$ cat src/rtl/bmu_pkg.sv
package bmu_pkg;

    localparam int LANES = 4;

    typedef enum logic [1:0] {
        SZ_LONG     = 2'b00,
        SZ_WORD     = 2'b01,
        SZ_BYTE     = 2'b10,
        SZ_LONG_ALT = 2'b11
    } size_e;

    typedef enum logic [1:0] {
        SW_NONE   = 2'b00,
        SW_REV    = 2'b01,
        SW_HALVES = 2'b10,
        SW_INHALF = 2'b11
    } swap_e;

    typedef struct packed {
        size_e size;
        logic  big;
    } cfg_t;

    // pieces per long word minus one
    function automatic logic [1:0] last_piece(size_e sz);
        case (sz)
            SZ_WORD: last_piece = 2'd1;
            SZ_BYTE: last_piece = 2'd3;
            default: last_piece = 2'd0;
        endcase
    endfunction

    // input lane feeding output lane i of the swapped word
    function automatic logic [1:0] swap_src(swap_e m, logic [1:0] i);
        case (m)
            SW_REV:    swap_src = ~i;
            SW_HALVES: swap_src = i ^ 2'b10;
            SW_INHALF: swap_src = i ^ 2'b01;
            default:   swap_src = i;
        endcase
    endfunction

    // {used, source lane} for output lane j of piece number idx
    function automatic logic [2:0] piece_src(size_e sz, logic big,
                                             logic [1:0] idx, logic [1:0] j);
        logic k;
        case (sz)
            SZ_WORD: begin
                k = big ? ~idx[0] : idx[0];
                piece_src = {~j[1], k, j[0]};
            end
            SZ_BYTE: begin
                piece_src = {(j == 2'd0), (big ? ~idx : idx)};
            end
            default: piece_src = {1'b1, j};
        endcase
    endfunction

endpackage

$ cat src/rtl/bmu_swap.sv
module bmu_swap
    import bmu_pkg::*;
#(
    parameter int LANE_W = 9,
    localparam int WORD_W = LANES * LANE_W
) (
    input  logic [WORD_W-1:0] word_in,
    input  swap_e             mode,
    output logic [WORD_W-1:0] word_out
);

    for (genvar i = 0; i < LANES; i++) begin : g_lane
        logic [1:0] src;
        always_comb begin
            src = swap_src(mode, 2'(i));
            word_out[i*LANE_W +: LANE_W] = word_in[src*LANE_W +: LANE_W];
        end
    end

endmodule

$ cat src/rtl/bmu_piece_sel.sv
module bmu_piece_sel
    import bmu_pkg::*;
#(
    parameter int LANE_W = 9,
    localparam int WORD_W = LANES * LANE_W
) (
    input  logic [WORD_W-1:0] word_in,
    input  cfg_t              cfg,
    input  logic [1:0]        idx,
    output logic [WORD_W-1:0] piece_out
);

    for (genvar j = 0; j < LANES; j++) begin : g_lane
        logic [2:0] sel;
        always_comb begin
            sel = piece_src(cfg.size, cfg.big, idx, 2'(j));
            piece_out[j*LANE_W +: LANE_W] =
                sel[2] ? word_in[sel[1:0]*LANE_W +: LANE_W] : '0;
        end
    end

endmodule

$ cat src/rtl/bmu_seq.sv
module bmu_seq
    import bmu_pkg::*;
(
    input  logic       clk,
    input  logic       rst,
    input  logic       rd_en,
    input  cfg_t       cfg_q,
    output logic       fetch,
    output logic [1:0] sel_idx,
    output cfg_t       cur_cfg,
    output logic [1:0] left
);

    logic [1:0] nxt_idx;
    logic       need_new;

    always_comb begin
        need_new = (left == 2'd0) || (cfg_q != cur_cfg);
        fetch    = rd_en && need_new;
        sel_idx  = need_new ? 2'd0 : nxt_idx;
    end

    always_ff @(posedge clk) begin
        if (rst) begin
            cur_cfg <= '{size: SZ_LONG, big: 1'b1};
            left    <= 2'd0;
            nxt_idx <= 2'd0;
        end else if (rd_en) begin
            if (need_new) begin
                cur_cfg <= cfg_q;
                left    <= last_piece(cfg_q.size);
                nxt_idx <= 2'd1;
            end else begin
                left    <= left - 2'd1;
                nxt_idx <= nxt_idx + 2'd1;
            end
        end
    end

endmodule

$ cat src/rtl/bm_read_unpacker.sv
module bm_read_unpacker
    import bmu_pkg::*;
#(
    parameter int LANE_W = 9,
    localparam int WORD_W = LANES * LANE_W
) (
    input  logic              clk,
    input  logic              rst,
    input  logic [WORD_W-1:0] fifo_word,
    input  logic              rd_en,
    input  logic [1:0]        size_sel,
    input  logic              big_end,
    input  logic [1:0]        swap_sel,
    output logic [WORD_W-1:0] dout,
    output logic              pop
);

    cfg_t              cfg_q;
    cfg_t              cur_cfg;
    logic [1:0]        sel_idx;
    logic [1:0]        left;
    logic [WORD_W-1:0] swapped;
    logic [WORD_W-1:0] stage;
    logic [WORD_W-1:0] src_word;
    logic [WORD_W-1:0] piece;

    // port setting registered; applies from the following edge
    always_ff @(posedge clk) begin
        if (rst) cfg_q <= '{size: SZ_LONG, big: 1'b1};
        else     cfg_q <= '{size: size_e'(size_sel), big: big_end};
    end

    bmu_seq u_seq (
        .clk     (clk),
        .rst     (rst),
        .rd_en   (rd_en),
        .cfg_q   (cfg_q),
        .fetch   (pop),
        .sel_idx (sel_idx),
        .cur_cfg (cur_cfg),
        .left    (left)
    );

    bmu_swap #(.LANE_W(LANE_W)) u_swap (
        .word_in  (fifo_word),
        .mode     (swap_e'(swap_sel)),
        .word_out (swapped)
    );

    // the swapped word is staged, so the swap mode is fixed per word
    assign src_word = pop ? swapped : stage;

    bmu_piece_sel #(.LANE_W(LANE_W)) u_sel (
        .word_in   (src_word),
        .cfg       (pop ? cfg_q : cur_cfg),
        .idx       (sel_idx),
        .piece_out (piece)
    );

    always_ff @(posedge clk) begin
        if (rst) begin
            stage <= '0;
            dout  <= '0;
        end else if (rd_en) begin
            if (pop) stage <= swapped;
            dout <= piece;
        end
    end

endmodule

$ cat config.mk
export PLATFORM = sky130hd
export DESIGN_NAME = bm_read_unpacker
export DESIGN_NICKNAME = d
export VERILOG_FILES = /design/src/rtl/bmu_pkg.sv /design/src/rtl/bmu_swap.sv /design/src/rtl/bmu_piece_sel.sv /design/src/rtl/bmu_seq.sv /design/src/rtl/bm_read_unpacker.sv
export SDC_FILE = /design/constraint.sdc
export NUM_CORES = 1
export LEC_CHECK = 0
export ABC_CLOCK_PERIOD_IN_PS = 2950
export BUFFER_PORTS_ARGS = -buffer_cell sky130_fd_sc_hd__buf_2
export CAP_MARGIN = 40
export CORE_MARGIN = 1.5
export CORE_UTILIZATION = 30
export DETAILED_ROUTE_END_ITERATION = 12
export GPL_TIMING_DRIVEN = 0
export PLACE_DENSITY = 0.52
export RECOVER_POWER = 25
export SYNTH_ARGS = -nofsm -noshare
export SYNTH_HDL_FRONTEND = slang
export SYNTH_SLANG_ARGS = --single-unit
$ cat constraint.sdc
create_clock -name clk -period 2.95 [get_ports clk]
set_input_delay 0.1475 -clock clk [delete_from_list [all_inputs] [get_ports clk]]
set_output_delay 0.1475 -clock clk [all_outputs]
set_load 0.005 [all_outputs]
==> qor.json, run 1 <==
{
  "synth_area_leader": {"value": "dfxtp_1"},
  "cp_slowest_cell": {"value": "ha_1"},
  "synth_area": {"value": 0.004239, "unit": "mm²"},
  "critPathRequiredTime": {"value": 3160, "unit": "ps"},
  "floorplan.die.width": {"value": 121.9, "unit": "µm"},
  "cts_htree_levels": {"value": 3},
  "drtAntennaViolNets": {"value": 0},
  "syn_nets": {"value": 527},
  "run_status": {"value": "complete, no violations"},
  "worst_slew_pin_slew": {"value": 660.5, "unit": "ps"},
  "worst-path-buf-inv": {"value": 2},
  "gp_congestion": {"value": 0.7754},
  "post_layout_nonfiller_instances": {"value": 752},
  "design_power_total": {"value": 3.176, "unit": "mW"},
  "cts.reportedPaths.clkPinSlew": {"value": 60, "unit": "ps"},
  "finClkSkew": {"value": 6.001, "unit": "ps"},
  "count_of_buffers_from_port_buffering": {"value": 79},
  "final_layout_size_suffix_gt1_share": {"value": 21.33, "unit": "%"},
  "synth_top_area_share": {"value": 38.72, "unit": "%"},
  "ctsRootBufferMaster": {"value": "clkbuf_16"},
  "grtUsageTotal": {"value": 17.36, "unit": "%"},
  "rsz0062_at_grt": {"value": "false"},
  "grt_remaining_overflow": {"value": 0},
  "placed_cells": {"value": 734},
  "die_area": {"value": 0.01485, "unit": "mm²"},
  "achievable-frequency": {"value": 368.9, "unit": "MHz"},
  "fin_crit_sh": {"value": 91.89, "unit": "%"},
  "route.detailed.vias_per_inst": {"value": 5.118},
  "setup.reg_to_reg.worst_slack": {"value": 280, "unit": "ps"},
  "layout.nets": {"value": 619},
  "hold_viol": {"value": 0},
  "clock_tree.buffer_depth": {"value": 2},
  "final_core_utilization": {"value": 37.65, "unit": "%"},
  "critical_path_class": {"value": "input pin to register"},
  "slowest_delay": {"value": 410, "unit": "ps"},
  "worst_setup_path_end_kind": {"value": "register"},
  "synth_most_common_cell": {"value": "nor2_1"},
  "arrival": {"value": 2920, "unit": "ps"},
  "first_global_vias": {"value": 3811},
  "drt_pre_antenna_iters": {"value": 4},
  "filler_cell_count": {"value": 1452},
  "n_antenna_cell": {"value": 0},
  "setup-violations-final": {"value": 0},
  "final_cell_area": {"value": 0.005206, "unit": "mm²"},
  "effective_utilization_at_floorplan": {"value": 30.66, "unit": "%"},
  "num_io_pins": {"value": 81},
  "path_common_cell": {"value": "mux2i_1"},
  "remaining_drc_errors": {"value": 0},
  "layout-area-overhead-vs-synth": {"value": 22.82, "unit": "%"},
  "crit_family": {"value": "buffers and inverters"},
  "yosysWarningCount": {"value": 0},
  "drv.max_cap_violation_count": {"value": 0},
  "synth_seq_cells": {"value": 82},
  "hold_path_class": {"value": "input pin to register"},
  "p_leak": {"value": 2.287, "unit": "nW"},
  "synthesized_instance_count": {"value": 475},
  "top_cells_by_count_synth": {"value": "nor2_1 (105), dfxtp_1 (82), mux2i_1 (52)"},
  "max-vdd-ir-drop": {"value": 0.0003227, "unit": "V"},
  "clock_sink_count": {"value": 82},
  "asyncSetResetFlopFracSynth": {"value": 0, "unit": "%"},
  "worstSetupStartpointType": {"value": "input pin"},
  "clk-insertion-delay-late": {"value": 340, "unit": "ps"},
  "route.vias.total": {"value": 3849},
  "cts_tree": {"value": "built"},
  "fp.dieH": {"value": 121.9, "unit": "µm"},
  "synth_enable_flop_cells": {"value": 0},
  "synth.distinct_cells": {"value": 39},
  "routed_wl": {"value": 12420, "unit": "µm"},
  "place_hpwl": {"value": 9861, "unit": "µm"},
  "core_area": {"value": 0.01383, "unit": "mm²"},
  "tritoncts.num_buffers": {"value": 9},
  "synth_area_leaders": {"value": "dfxtp_1 (39%), mux2i_1 (12%), nor2_1 (9.3%), mux4_2 (6.4%), a21oi_1 (3.5%)"},
  "maximum_number_of_pins_on_one_net_before_global_route_repair": {"value": 15},
  "powerDensity": {"value": 610.0, "unit": "mW/mm²"},
  "slew_viol_final": {"value": 0},
  "yosys_most_used_dff": {"value": "dfxtp_1"},
  "maxSlewHeadroom": {"value": 55.81, "unit": "%"},
  "grt_first_pass_wirelength": {"value": 19490, "unit": "µm"},
  "initial_antenna_violation_count": {"value": 0},
  "first_iter_violations": {"value": 185},
  "cp_cell_sequence": {"value": "clkbuf_1 > clkbuf_2 > mux2i_1 > ha_1 > a221oi_1 > a31oi_1 > mux2i_1 > nor2_1 > nand2_1 > o22ai_1 > nor3_1"},
  "setup_total_neg_slack": {"value": 0, "unit": "ps"},
  "rows": {"value": 43},
  "worstPathMaxFanout": {"value": 10},
  "ys_seq_area_share": {"value": 38.72, "unit": "%"},
  "timing.final.crit_period": {"value": 2711, "unit": "ps"},
  "syn_area_per_cell": {"value": 8.924, "unit": "µm²"},
  "placed_area": {"value": 0.004860, "unit": "mm²"},
  "wire_per_inst": {"value": 16.51, "unit": "µm"}
}
[through the flow]
stage	hold WS, ps	setup WS (ps)
final	24.83	239.1
after global routing	24.34	17.14
after CTS	29.77	29.96
after detailed placement	334.6	-542.5
after global placement	338.9	-415.2
after floorplan	251.3	297.0
[metal layers]
| metal | up-vias | part of all wire, % | track usage, % |
|---|---|---|---|
| li1 | 1878 | - | - |
| met1 | 1876 | 42 | 20.23 |
| met2 | 78 | 52 | 31.50 |
| met3 | 17 | 4.3 | 4.401 |
| met4 | 0 | 1.6 | 4.485 |
| met5 | - | 0 | 0 |
[cell type report]
cell class              count  area [µm²]  area share [%]
multi-input cells         351        2416           46.41
flip-flops and latches     82        1642           31.53
repair buffers             81       389.1           7.474
clock buffers              11       242.7           4.662
well taps                 180       225.2           4.326
plain buffers              33       172.7           3.317
clock inverters             5       85.08           1.634
inverters                   9       33.78          0.6489
[cells by family after synthesis]
| group | Yosys count | share of synthesized area [%] |
|---|---|---|
| and+or+nand+nor | 164 | 16.41 |
| adders and majority gates | 8 | 2.361 |
| AOI/OAI and AO/OA | 100 | 15.23 |
| muxes | 76 | 21.84 |
| buffers and inverters | 42 | 4.811 |
| xor gates and xnor gates | 3 | 0.6199 |
| DFF | 82 | 38.72 |
[worst paths after layout]
path	startpoint	endpoint	cells past startpoint
worst max-delay path	rd_en	dout[1]$_SDFFE_PP0P_	11
worst max register to register	u_seq.left[0]$_SDFFE_PP0P_	dout[4]$_SDFFE_PP0P_	9
worst min register to register	dout[6]$_SDFFE_PP0P_	dout[6]$_SDFFE_PP0P_	2
worst min-delay path	size_sel[0]	cfg_q[1]$_SDFF_PP0_	2
[power breakdown]
part	total, mW	leakage, nW	internal, mW	switching, mW
combinational	0.691	1.46	0.278	0.413
clock	1.24	0.157	0.771	0.467
sequential	1.25	0.674	1.20	0.0438
total	3.18	2.29	2.25	0.924
[state kept, by name (all words and copies together) (netlist names)]
name           flops
u_seq.nxt_idx      2
cfg_q              3
dout              36
u_seq.left         2
u_seq.cur_cfg      3
stage             36
[cell usage in the layout, fill, tap and decap left out, types with 9 or more instances in the layout]
cell type  synthesis  final
mux2_2            12     12
nand3_1           12     12
clkbuf_1          20     39
dfxtp_1           82     82
o22ai_1            9      9
nand2_1           23     23
a32oi_1            9      9
a211oi_1          13     13
a22oi_1            9      9
nor2_1           105    104
clkbuf_16          0      9
nor3_1             9      9
o21ai_0           17     17
buf_2              7     67
mux4_2            12     12
a21oi_1           30     30
mux2i_1           52     52
[what timing repair did]
item	4_1_cts	5_1_grt
gates cloned	0	0
hold buffers	1	0
gates resized for setup	1	5
setup buffers	0	1
endpoints found under the hold margin	1	0
endpoints found under the setup margin	9	21
pin swaps	0	1
No activity file was read; power rests on OpenSTA's default activity.
==> run 2, diff against run 1 <==
Settings changed: ABC_CLOCK_PERIOD_IN_PS 2950 to 3300.
Clock period 2.95 ns to 3.3 ns, I/O delays scaled along.
==> run 2 against run 1 <==
Clock power down 11%. Critical endpoint is now dout[11]$_SDFFE_PP0P_. Hold slack got worse by 15 ps. Register-to-register slack better by 160 ps. Non-clock buffer count decreased by 1. Combinational power down 12%. Via count decreased by 0.23%. Sequential cell count did not move. Core utilization is 0.25 points lower. Total power down 11%. Wire length down 0.56%. Clock skew increased by 0.67 ps.
==> qor.json, run 2 (same netlist as run 1, synthesis figures left out) <==
{
  "run_status": {"value": "complete, no violations"},
  "reg2reg_depth": {"value": 9, "change": "unchanged"},
  "place_hpwl": {"value": 9861, "unit": "µm", "change": "unchanged"},
  "cp_cell_sequence": {"value": "clkbuf_1 > buf_1 > mux2i_1 > inv_1 > ha_1 > nor2_1 > nand3_1 > nand2_1 > a32oi_1 > o21ai_0"},
  "final_layout_size_suffix_gt1_share": {"value": 20.84, "unit": "%", "change": "-0.49 points"},
  "hold_viol": {"value": 0, "change": "unchanged"},
  "die_area": {"value": 0.01485, "unit": "mm²", "change": "unchanged"},
  "routed_wl": {"value": 12350, "unit": "µm", "change": "-0.56%"},
  "initial_antenna_violation_count": {"value": 0, "change": "unchanged"},
  "grt_remaining_overflow": {"value": 0, "change": "unchanged"},
  "filler_cell_count": {"value": 1460, "change": "+0.55%"},
  "grt_first_pass_wirelength": {"value": 19500, "unit": "µm", "change": "about the same"},
  "timing.final.crit_period": {"value": 2932, "unit": "ps"},
  "cts.reportedPaths.clkPinSlew": {"value": 60, "unit": "ps", "change": "about the same"},
  "placed_area": {"value": 0.004860, "unit": "mm²", "change": "unchanged"},
  "layout-area-overhead-vs-synth": {"value": 21.99, "unit": "%"},
  "floorplan.die.width": {"value": 121.9, "unit": "µm", "change": "unchanged"},
  "top_regs": {"value": "dout: 36 flops, stage: 36 flops"},
  "final_cell_area": {"value": 0.005171, "unit": "mm²", "change": "-0.67%"},
  "min_delay_path_depth": {"value": 2, "change": "unchanged"},
  "achievable-frequency": {"value": 341.1, "unit": "MHz"},
  "worst_setup_path_end_kind": {"value": "register"},
  "setup-violations-final": {"value": 0, "change": "unchanged"},
  "wire_per_inst": {"value": 16.44, "unit": "µm", "change": "-0.42%"},
  "count_of_buffers_from_port_buffering": {"value": 79, "change": "unchanged"},
  "powerDensity": {"value": 546.5, "unit": "mW/mm²", "change": "-10%"},
  "first_iter_violations": {"value": 186, "change": "+0.54%"},
  "detailedPlace.worstSlack": {"value": -210.0, "unit": "ps", "change": "+332.5 ps"},
  "worstSetupStartpointType": {"value": "input pin"},
  "remaining_drc_errors": {"value": 0, "change": "unchanged"},
  "maxSlewHeadroom": {"value": 46.01, "unit": "%", "change": "-9.8 points"},
  "slew_viol_final": {"value": 0, "change": "unchanged"},
  "post_cts_setup_buffer_count": {"value": 0, "change": "unchanged"},
  "gp_congestion": {"value": 0.7754, "change": "unchanged"},
  "ctsResizeCount": {"value": 0, "change": "-1"},
  "clock_tree.buffer_depth": {"value": 2, "change": "unchanged"},
  "critical_path_class": {"value": "input pin to register"},
  "core_area": {"value": 0.01383, "unit": "mm²", "change": "unchanged"},
  "layout.nets": {"value": 618, "change": "-0.16%"},
  "fp.dieH": {"value": 121.9, "unit": "µm", "change": "unchanged"},
  "critPathRequiredTime": {"value": 3550, "unit": "ps", "change": "+390 ps"},
  "cts_htree_levels": {"value": 3, "change": "unchanged"},
  "clk-insertion-delay-late": {"value": 340, "unit": "ps", "change": "about the same"},
  "worstPathMaxFanout": {"value": 10, "change": "unchanged"},
  "first_global_vias": {"value": 3804, "change": "-0.18%"},
  "setup_total_neg_slack": {"value": 0, "unit": "ps", "change": "unchanged"},
  "drt_pre_antenna_iters": {"value": 4, "change": "unchanged"},
  "drv.max_cap_violation_count": {"value": 0, "change": "unchanged"},
  "rows": {"value": 43, "change": "unchanged"},
  "effective_utilization_at_floorplan": {"value": 30.66, "unit": "%", "change": "unchanged"},
  "p_leak": {"value": 2.272, "unit": "nW", "change": "-0.67%"},
  "maximum_number_of_pins_on_one_net_before_global_route_repair": {"value": 15, "change": "unchanged"},
  "fin_worst_hold_slack": {"value": 10.32, "unit": "ps", "change": "-14.51 ps"},
  "cts.hold.buffers_added": {"value": 0, "change": "-1"},
  "arrival": {"value": 3180, "unit": "ps", "change": "+260 ps"},
  "route.vias.total": {"value": 3840, "change": "-0.23%"},
  "cp_slowest_cell": {"value": "nor2_1"},
  "max-vdd-ir-drop": {"value": 0.0002872, "unit": "V", "change": "-11%"},
  "route.detailed.vias_per_inst": {"value": 5.113, "change": "-0.10%"},
  "finClkSkew": {"value": 6.672, "unit": "ps", "change": "+0.6713 ps"},
  "final_critical_path_setup_slack": {"value": 368.4, "unit": "ps", "change": "+129.3 ps"},
  "mostFrequentLayoutCell": {"value": "nor2_1"},
  "rsz0062_at_grt": {"value": "false"},
  "worst_slew_pin_slew": {"value": 801.0, "unit": "ps", "change": "+140.5 ps"},
  "drtAntennaViolNets": {"value": 0, "change": "unchanged"},
  "fin_crit_sh": {"value": 88.84, "unit": "%"},
  "grtUsageTotal": {"value": 17.36, "unit": "%", "change": "unchanged"},
  "tritoncts.num_buffers": {"value": 9, "change": "unchanged"},
  "n_antenna_cell": {"value": 0, "change": "unchanged"},
  "mostFrequentLayoutCells": {"value": "nor2_1 (105), dfxtp_1 (82), buf_2 (67), mux2i_1 (52), clkbuf_1 (40)"},
  "clock_sink_count": {"value": 82, "change": "unchanged"},
  "hold_path_class": {"value": "input pin to register"},
  "ctsRootBufferMaster": {"value": "clkbuf_16"},
  "num_io_pins": {"value": 81, "change": "unchanged"},
  "cts_tree": {"value": "built"},
  "slowest_delay": {"value": 580, "unit": "ps", "change": "+170 ps"}
}
run 2: worst max-delay path: cells and delay by family:
kind | cells | cell delay, ps
simple gates | 3 | 1230
buf+inv | 3 | 850
compound gates | 2 | 210
fa+ha+maj | 1 | 340
mux | 1 | 380
run 2: report_power, final:
group | leakage [nW] | total (mW) | switching (mW) | internal (mW)
sequential | 0.674 | 1.11 | 0.0389 | 1.07
combinational | 1.44 | 0.610 | 0.364 | 0.246
clock | 0.157 | 1.10 | 0.413 | 0.689
run 2: stage by stage:
| step | power [mW] | util (%) | cells |
|---|---|---|---|
| detailed placement | 1.753 | 35.15 | 734 |
| global route | 2.969 | 37.40 | 751 |
| CTS | 2.856 | 37.52 | 750 |
| floorplan | 1.538 | - | 475 |
| finish | 2.826 | 37.40 | 751 |
| global placement | 1.738 | 35.15 | 734 |
run 2: final timing paths:
| kind | startpoint | endpoint | slack, ps |
|---|---|---|---|
| worst max-delay path | rd_en | dout[11]$_SDFFE_PP0P_ | 370 |
| worst min-delay path | big_end | cfg_q[0]$_SDFF_PP1_ | 10 |
| worst max register to register | u_seq.left[0]$_SDFFE_PP0P_ | dout[4]$_SDFFE_PP0P_ | 440 |
| worst min register to register | dout[6]$_SDFFE_PP0P_ | dout[6]$_SDFFE_PP0P_ | 480 |
run 2: final cells by class:
class / count / area, µm² / area share [%]
Sequential cell: 82 / 1642 / 31.74
Tap cell: 180 / 225.2 / 4.355
Timing Repair Buffer: 80 / 379.1 / 7.331
Multi-Input combinational cell: 351 / 2394 / 46.29
Clock inverter: 5 / 85.08 / 1.645
Inverter: 9 / 33.78 / 0.6533
Clock buffer: 11 / 242.7 / 4.694
Buffer: 33 / 170.2 / 3.291
run 2: per-layer routing:
| layer | global-route usage [%] | routed length (µm) | up-vias |
|---|---|---|---|
| met5 | 0 | 0 | - |
| met2 | 31.53 | 6546 | 67 |
| met1 | 20.20 | 5181 | 1881 |
| met4 | 4.485 | 187 | 0 |
| li1 | - | - | 1880 |
| met3 | 4.401 | 434 | 12 |
==> run 3, diff against run 2 <==
Settings changed: CORE_ASPECT_RATIO from default to 1.2.
==> run 3 against run 2 <==
Sequential power about the same. Wire length rose by 2.9%. Hold slack better by 4.0 ps. Non-clock buffer count unchanged. Clock power fell by 6%. Sequential cell count is the same. Count of clock-buffer cells in the layout fell by 2. Via count is 0.63% higher. Register-to-register slack better by 120 ps. Global-route usage is 0.23 points lower. Core utilization is 0.16 points lower. Critical path type unchanged. Critical endpoint is now dout[12]$_SDFFE_PP0P_. Largest cell class unchanged.
==> qor.json, run 3 (same netlist as run 1, synthesis figures left out) <==
{
  "num_io_pins": {"value": 81, "change": "unchanged"},
  "fin_crit_sh": {"value": 90.42, "unit": "%", "change": "+1.6 points"},
  "top_regs": {"value": "dout: 36 flops, stage: 36 flops"},
  "place_hpwl": {"value": 10070, "unit": "µm", "change": "+2.1%"},
  "placed_cells": {"value": 725, "change": "-1.2%"},
  "timing.final.crit_period": {"value": 2984, "unit": "ps", "change": "+52.29 ps"},
  "worst_setup_path_end_kind": {"value": "register"},
  "worstSetupStartpointType": {"value": "input pin"},
  "layout.nets": {"value": 618, "change": "unchanged"},
  "rows": {"value": 47, "change": "+9.3%"},
  "grt_remaining_overflow": {"value": 0, "change": "unchanged"},
  "slowest_delay": {"value": 580, "unit": "ps", "change": "about the same"},
  "cts_tree": {"value": "built"},
  "setup-violations-final": {"value": 0, "change": "unchanged"},
  "worstPathMaxFanout": {"value": 10, "change": "unchanged"},
  "fp.dieH": {"value": 133.2, "unit": "µm", "change": "+9.3%"},
  "cp_cell_sequence": {"value": "clkbuf_1 > buf_1 > mux2i_1 > inv_1 > ha_1 > nor2_1 > nand3_1 > nand2_1 > a32oi_1 > o21ai_0"},
  "clock_tree.buffer_depth": {"value": 2, "change": "unchanged"},
  "post_layout_nonfiller_instances": {"value": 742, "change": "-1.2%"},
  "layout-area-overhead-vs-synth": {"value": 21.40, "unit": "%"},
  "core_area": {"value": 0.01382, "unit": "mm²", "change": "about the same"},
  "cts.hold.buffers_added": {"value": 0, "change": "unchanged"},
  "critPathRequiredTime": {"value": 3560, "unit": "ps", "change": "about the same"},
  "hold_path_class": {"value": "input pin to register"},
  "filler_cell_count": {"value": 1430, "change": "-2.1%"},
  "placed_area": {"value": 0.004848, "unit": "mm²", "change": "-0.23%"},
  "mostFrequentLayoutCells": {"value": "nor2_1 (105), dfxtp_1 (82), buf_2 (72), mux2i_1 (52), clkbuf_1 (33)"},
  "arrival": {"value": 3240, "unit": "ps", "change": "+60 ps"},
  "first_global_vias": {"value": 3926, "change": "+3.2%"},
  "final_layout_size_suffix_gt1_share": {"value": 21.89, "unit": "%", "change": "+1.1 points"},
  "post_cts_setup_buffer_count": {"value": 0, "change": "unchanged"},
  "maximum_number_of_pins_on_one_net_before_global_route_repair": {"value": 17, "change": "+2"},
  "rsz0062_at_grt": {"value": "false"},
  "routed_wl": {"value": 12700, "unit": "µm", "change": "+2.9%"},
  "worst_slew_pin_slew": {"value": 730.0, "unit": "ps", "change": "-71.06 ps"},
  "grtUsageTotal": {"value": 17.13, "unit": "%", "change": "-0.23 points"},
  "grt_first_pass_wirelength": {"value": 19980, "unit": "µm", "change": "+2.5%"},
  "count_of_buffers_from_port_buffering": {"value": 79, "change": "unchanged"},
  "design_power_total": {"value": 2.759, "unit": "mW", "change": "-2.4%"},
  "n_antenna_cell": {"value": 0, "change": "unchanged"},
  "critical_path_class": {"value": "input pin to register"},
  "wire_per_inst": {"value": 17.12, "unit": "µm", "change": "+4.1%"},
  "max-vdd-ir-drop": {"value": 0.0002678, "unit": "V", "change": "-6.8%"},
  "drv.max_cap_violation_count": {"value": 0, "change": "unchanged"},
  "run_status": {"value": "complete, no violations"},
  "floorplan.die.width": {"value": 111.5, "unit": "µm", "change": "-8.5%"},
  "route.detailed.vias_per_inst": {"value": 5.208, "change": "+1.8%"},
  "cp_slowest_cell": {"value": "nor2_1"},
  "clk-insertion-delay-late": {"value": 340, "unit": "ps", "change": "about the same"},
  "ctsRootBufferMaster": {"value": "clkbuf_16"},
  "maxSlewHeadroom": {"value": 51.16, "unit": "%", "change": "+5.1 points"},
  "final_core_utilization": {"value": 37.24, "unit": "%", "change": "-0.16 points"},
  "gp_congestion": {"value": 0.8204, "change": "+5.8%"},
  "route.vias.total": {"value": 3864, "change": "+0.63%"},
  "initial_antenna_violation_count": {"value": 0, "change": "unchanged"},
  "final_cell_area": {"value": 0.005146, "unit": "mm²", "change": "-0.48%"},
  "mostFrequentLayoutCell": {"value": "nor2_1"},
  "drtAntennaViolNets": {"value": 0, "change": "unchanged"},
  "cts_htree_levels": {"value": 3, "change": "unchanged"},
  "hold_viol": {"value": 0, "change": "unchanged"},
  "clock_sink_count": {"value": 82, "change": "unchanged"},
  "drt_pre_antenna_iters": {"value": 5, "change": "+1"},
  "effective_utilization_at_floorplan": {"value": 30.67, "unit": "%", "change": "about the same"},
  "ctsResizeCount": {"value": 0, "change": "unchanged"},
  "first_iter_violations": {"value": 226, "change": "+22%"},
  "p_leak": {"value": 2.281, "unit": "nW", "change": "+0.40%"},
  "finClkSkew": {"value": 11.78, "unit": "ps", "change": "+5.109 ps"},
  "cts.reportedPaths.clkPinSlew": {"value": 70, "unit": "ps", "change": "about the same"},
  "tritoncts.num_buffers": {"value": 9, "change": "unchanged"},
  "achievable-frequency": {"value": 335.1, "unit": "MHz", "change": "-1.8%"},
  "die_area": {"value": 0.01486, "unit": "mm²", "change": "about the same"},
  "powerDensity": {"value": 536.1, "unit": "mW/mm²", "change": "-1.9%"},
  "remaining_drc_errors": {"value": 0, "change": "unchanged"},
  "slew_viol_final": {"value": 0, "change": "unchanged"}
}
run 3: cell count changes in the layout (fill, tap and decap cells not counted), sizes merged:
cell	before	now
clkinv	0	1
clkbuf	51	43
clkinvlp	1	2
inv	11	12
buf	73	79
bufinv	2	1
run 3: power by group:
group	switching [mW]	leakage, nW	internal [mW]
Sequential	0.0381	0.674	1.07
Clock	0.430	0.145	0.598
Combinational	0.372	1.46	0.246
Total	0.840	2.28	1.92
run 3: metal layers:
layer / vias to the layer above / track usage, % / routed length, µm
met4: 0 / 5.134 / 201
li1: 1876 / - / -
met2: 73 / 33.84 / 7171
met3: 13 / 2.502 / 411
met1: 1902 / 18.63 / 4918
met5: - / 0 / 0
run 3: final cells by class:
class | instances | area, µm² | area share [%]
multi-input cells | 351 | 2394 | 46.51
well taps | 171 | 214.0 | 4.158
inverters | 9 | 33.78 | 0.6565
clock buffers | 9 | 225.2 | 4.376
flip-flops and latches | 82 | 1642 | 31.90
clock inverters | 7 | 82.58 | 1.605
repair buffers | 80 | 385.4 | 7.488
plain buffers | 33 | 170.2 | 3.307
run 3: metrics by stage:
| stage | hold slack [ps] | TNS, ps | setup WS (ps) |
|---|---|---|---|
| 6_report | 14.31 | 0 | 316.1 |
| 3_3_place_gp | 355.7 | -410.0 | -53.14 |
| 2_1_floorplan | 268.8 | 0 | 629.5 |
| 3_5_place_dp | 354.1 | -2188 | -273.9 |
| 4_1_cts | 8.567 | 0 | 96.97 |
| 5_1_grt | 13.01 | 0 | 18.04 |
run 3: path summary, 6_finish.rpt:
check / cells after the start / from / to / slack [ps]
max: 10 / rd_en / dout[12]$_SDFFE_PP0P_ / 320
min: 2 / big_end / cfg_q[0]$_SDFF_PP1_ / 10
max reg2reg: 9 / u_seq.left[0]$_SDFFE_PP0P_ / dout[9]$_SDFFE_PP0P_ / 560
min reg2reg: 2 / dout[1]$_SDFFE_PP0P_ / dout[1]$_SDFFE_PP0P_ / 480
run 3: worst max-delay path, delay by kind of cell:
family          cells  cell delay, ps
compound gates      2             220
fa+ha+maj           1             340
buf+inv             3             930
mux                 1             370
simple gates        3            1210
